`config.mk`:
```
export PLATFORM = sky130hd
export DESIGN_NAME = serial_status_irq
export DESIGN_NICKNAME = d
export VERILOG_FILES = /design/src/rtl/serial_status_irq.sv
export SDC_FILE = /design/constraint.sdc
export NUM_CORES = 1
export LEC_CHECK = 0
export ABC_AREA = 0
export BUFFER_PORTS_ARGS = -buffer_cell sky130_fd_sc_hd__buf_2
export CORE_AREA = 2 2 39 41
export CTS_CLUSTER_DIAMETER = 30
export DETAILED_ROUTE_END_ITERATION = 8
export DIE_AREA = 0 0 41 43
export GPL_TIMING_DRIVEN = 1
export PLACE_DENSITY = 0.81
export SYNTH_ARGS = -nofsm -noshare
export SYNTH_HDL_FRONTEND = slang
export SYNTH_SLANG_ARGS = --single-unit
```
`constraint.sdc`:
```
create_clock -name clk -period 1.23 [get_ports clk]
set_input_delay 0.3075 -clock clk [delete_from_list [all_inputs] [get_ports clk]]
set_output_delay 0.3075 -clock clk [all_outputs]
set_load 0.02 [all_outputs]
```
`src/rtl/serial_status_irq.sv`:
```
module serial_status_irq #(
  parameter int SYNC_STAGES = 2,
  parameter bit CARRIER_IRQ = 1'b1
) (
  input  logic clk,
  input  logic rst_n,
  input  logic rx_done,
  input  logic rx_overrun,
  input  logic rx_parity_bad,
  input  logic rx_stop_bad,
  input  logic rx_taken,
  input  logic tx_write,
  input  logic tx_load,
  input  logic efr_write,
  input  logic efr_value,
  input  logic ctrl_write,
  input  logic ctrl_rx_ie,
  input  logic ctrl_cts_en,
  input  logic ctrl_tx_ie,
  input  logic status_read,
  input  logic carrier_in,
  input  logic share_pin,
  input  logic io_stop,
  output logic rx_full,
  output logic overrun,
  output logic parity_err,
  output logic frame_err,
  output logic tx_empty,
  output logic rx_ie,
  output logic cts_en,
  output logic tx_ie,
  output logic carrier_pend,
  output logic csio_rxd,
  output logic rx_irq,
  output logic tx_irq
);

  logic [SYNC_STAGES-1:0] car_sync;
  logic car_s, car_d, car_rise;
  logic err_clr, cts_blk, load_ok, tdre_q;

  always_ff @(posedge clk or negedge rst_n)
    if (!rst_n) begin
      car_sync <= '0;
      car_d    <= 1'b0;
    end else begin
      car_sync <= {car_sync[SYNC_STAGES-2:0], carrier_in};
      car_d    <= car_s;
    end

  assign car_s    = car_sync[SYNC_STAGES-1];
  assign car_rise = car_s & ~car_d;
  assign err_clr  = (efr_write & ~efr_value) | car_s | io_stop;
  assign cts_blk  = cts_en & share_pin;
  assign load_ok  = tx_load & ~tdre_q & ~cts_blk;

  always_ff @(posedge clk or negedge rst_n)
    if (!rst_n) begin
      overrun    <= 1'b0;
      parity_err <= 1'b0;
      frame_err  <= 1'b0;
    end else if (err_clr) begin
      overrun    <= 1'b0;
      parity_err <= 1'b0;
      frame_err  <= 1'b0;
    end else begin
      overrun    <= overrun    | rx_overrun;
      parity_err <= parity_err | rx_parity_bad;
      frame_err  <= frame_err  | rx_stop_bad;
    end

  always_ff @(posedge clk or negedge rst_n)
    if (!rst_n)          rx_full <= 1'b0;
    else if (io_stop)    rx_full <= 1'b0;
    else if (rx_done)    rx_full <= 1'b1;
    else if (rx_taken)   rx_full <= 1'b0;

  always_ff @(posedge clk or negedge rst_n)
    if (!rst_n)          tdre_q <= 1'b1;
    else if (io_stop)    tdre_q <= 1'b1;
    else if (tx_write)   tdre_q <= 1'b0;
    else if (load_ok)    tdre_q <= 1'b1;

  always_ff @(posedge clk or negedge rst_n)
    if (!rst_n) begin
      rx_ie  <= 1'b0;
      cts_en <= 1'b0;
      tx_ie  <= 1'b0;
    end else if (ctrl_write) begin
      rx_ie  <= ctrl_rx_ie;
      cts_en <= ctrl_cts_en;
      tx_ie  <= ctrl_tx_ie;
    end

  generate
    if (CARRIER_IRQ) begin : g_car_irq
      always_ff @(posedge clk or negedge rst_n)
        if (!rst_n)           carrier_pend <= 1'b0;
        else if (car_rise)    carrier_pend <= 1'b1;
        else if (status_read) carrier_pend <= 1'b0;
    end else begin : g_no_car_irq
      assign carrier_pend = 1'b0;
    end
  endgenerate

  assign tx_empty = tdre_q & ~cts_blk;
  assign csio_rxd = cts_en ? 1'b1 : share_pin;
  assign rx_irq   = rx_ie & (rx_full | overrun | parity_err | frame_err | carrier_pend);
  assign tx_irq   = tx_ie & tx_empty;

  p_stop_sets_r1: assert property (@(posedge clk) disable iff (!rst_n)
    (rx_stop_bad && !err_clr) |=> frame_err);

  p_clear_wins_r2: assert property (@(posedge clk) disable iff (!rst_n)
    (efr_write && !efr_value) |=> (!frame_err && !parity_err && !overrun));

  p_write_empties_r4: assert property (@(posedge clk) disable iff (!rst_n)
    (tx_write && !io_stop) |=> !tdre_q);

  p_stop_mode_r5: assert property (@(posedge clk) disable iff (!rst_n)
    io_stop |=> (tdre_q && !rx_full && !frame_err));

  p_cts_blocks_r6: assert property (@(posedge clk) disable iff (!rst_n)
    (cts_blk && !io_stop && !tx_write) |=> $stable(tdre_q));

  p_read_clears_r8: assert property (@(posedge clk) disable iff (!rst_n)
    (status_read && !car_rise) |=> !carrier_pend);

endmodule

```
==> results.md <==
* Clk root buf: clkbuf_4
* PD cells at 1190 nW/um^2
* Core area at 1380 sq um
* Worst Max-Slew Pin Slew at roughly 290 ps
* CTS clk-pin slew, worst paths at 80 ps
* Routed Antenna Nets at 0
* Min-delay worst type: in -> reg
* Min Tclk post-route at 1560 ps
* Place WS at -39.2 ps
* Tot GR Track Use at 16.7%
* CP arrival at 1250 ps
* Post-placement cell area at 664 sq um
* # DRC at 0
* Vias at 455
* Inserted Clock Buffers at 3
* Hold WS at approximately 140 ps
* GRT Residual Overflow at 0
* Design area at 842 sq um
* WL per Instance at between 10 and 15 um
* Syn-to-layout area delta at 82.4%
* Total negative setup slack at -1210 ps
* # rows at 14
* Largest area contributor in the netlist: dfrtp_1
* Number of antenna violations at the first check in global routing at 0
* CP Data Required Time at 920 ps
* Inst Count DP at between 80 and 90
* Main combinational cell family by area after synthesis: simple AND/OR/NAND/NOR gates
* Min-delay src: carrier_in
* Die ar. at 1760 sq um
* Critical path, cell by cell: a21boi_4 -> and2_4 -> buf_6
* Cells after synthesis at 37
* Compound-Gate Fraction of Synth Area at 8.67%
* Crit. Startpoint: tdre_q
* Crit-path slowest cell: dfstp_2
* # H-tree levels at 1
* XOR/XNOR share of the synthesized area at 0%
* DRT Wirelength at around 1200 um
* Multiplexer share of the synthesized area at 7.32%
* Startpoint class of the critical path: flip-flop
* CP Max Fanout at 2
* Synth Register Bits at 12
* Most frequent cells in the layout: buf_2 (22), buf_6 (14), dfrtp_1 (11), inv_1 (4), buf_4 (4)
* CTS tree: built
* Crit path largest cell delay at between 500 and 600 ps
* Final Hold Viols at 0
* Drt pass-1 iters at 2
* Vias in the first global route at 466
* Die height at roughly 43 um
* Fmax at approximately 640 MHz
* I/O Buffers at 30
* Reg-to-reg startpoint: cts_en
* Layout cells sized above 1 at 58.5%
* Final period utilization at 127%
* Clock insertion delay at the later pin of the skew report at 280 ps
* Fin worst setup slack at -326 ps
* Maximum VDD drop at 737 uV
* RePlAce Congestion at about 0.64
* Status: finished with violations
* Avg Inst Size Synth at roughly 12 sq um
* Post-Layout Cell Count at 98
* Largest net degree at the start of global routing at 13
* Top post-synthesis cells by area: dfrtp_1 (60%), mux2_1 (7.3%), dfstp_2 (5.7%)
* Diodes inserted at 0
* Clk sink count at 12
* Post-synth top area share at 59.6%
* Worst clock skew at 4.90 ps
* Global-route wire length before repair at 1860 um
* Setup Viol. Count Final at 8
* Io pins at 31
* Initial Util at 33.4%
* Crit Path Category: reg -> out
* Sequential share of the synthesized area at approximately 65%
* Count of maximum capacitance violations at 0
* Failing checks: negative setup slack
* Fin nets at 102
* Mapped Nets at 56
* Die Width at 41 um
* Buf/Inv on CP at 1
* Largest delay share family, worst path: flip-flops
* RSZ-0062 raised after global routing: yes
* Simple-gate share of the synthesized area at 15.4%
* Max-slew headroom at 80.8%
* Commonest non-fill, non-tap cell in the layout: buf_2
* Max-slew violations at 0
* Fillers at 115
* DR vias/cell at roughly 4.6
* Element type at the critical path end: output pin
* Yosys warnings at 0
* CTS Buffer Depth at 2
* Adder-Cell Fraction of Synth Area at 0%
* Leakage power at approximately 0.00044 uW
* Iter 0 DRT Violations at 3
* Mapped cell area at 462 sq um
* Synth cell types at 16
## worst paths after layout
kind	slack, ps	depth (start not counted)	endpoint
min in group asynchronous	420	2	car_sync[1]
min reg2reg	360	0	car_sync[1]
max in group asynchronous	550	2	tdre_q
max reg2reg	150	3	cts_en
min	140	1	car_sync[0]
max	-330	3	tx_irq
## cells in the mapped netlist, drive strengths merged
| master | n |
|---|---|
| nor4 | 4 |
| inv | 4 |
| dfrtp | 11 |
| a21oi | 1 |
| or2 | 1 |
| mux2 | 3 |
| o22ai | 1 |
| nor2 | 3 |
| nand2b | 1 |
| a221o | 1 |
| dfstp | 1 |
| nor2b | 2 |
| a21boi | 2 |
| and2 | 1 |
| nand2 | 1 |
## metal layers
layer	wire [um]	track usage, %
met4	29	8.00
met5	0	0
met1	381	16.9
met2	657	26.9
met3	103	8.38
## where the power goes
| group | internal, uW | switching (uW) | total, uW |
|---|---|---|---|
| Clock | 180 | 137 | 318 |
| Combinational | 133 | 107 | 240 |
| Sequential | 422 | 20.3 | 443 |
| Total | 736 | 264 | 1000 |
## flip-flops by register name, indices dropped and copies added (netlist names)
name,flops
car_d,1
car_sync,2
carrier_pend,1
cts_en,1
frame_err,1
overrun,1
parity_err,1
rx_full,1
rx_ie,1
tdre_q,1
tx_ie,1
## repair_timing
item	4_1_cts	5_1_grt
setup buffers	5	5
pin swaps	3	1
hold buffers	1	0
endpoints found under the hold margin	11	0
gates resized for setup	22	3
endpoints found under the setup margin	8	9
## metrics by stage
| stage | utilization (%) | total power, uW |
|---|---|---|
| detailed placement | 48.0 | 624 |
| finish | 60.8 | 1000 |
| global route | 60.8 | 1050 |
| floorplan | - | 537 |
| CTS | 59.0 | 998 |
| global placement | 48.0 | 619 |
## worst reg2reg max path, stage by stage (launching register included)
cell and delay, ps:
dfrtp_1 430, buf_6 140, buf_4 120, mux2_1 280
## cell families after synthesis
| kind of cell | after synthesis |
|---|---|
| simple gates | 13 |
| flops | 12 |
| compound gates | 5 |
| buf+inv | 4 |
| mux | 3 |
## area by class of cell
class | instances | area [sq um] | share of cell area, %
timing repair buffer | 41 | 308 | 36.6
inverter | 4 | 15.0 | 1.78
multi-input combinational | 21 | 161 | 19.2
clock buffer | 4 | 36.3 | 4.31
sequential | 12 | 302 | 35.8
tap | 16 | 20.0 | 2.38
(Power assumes the default switching activity.)
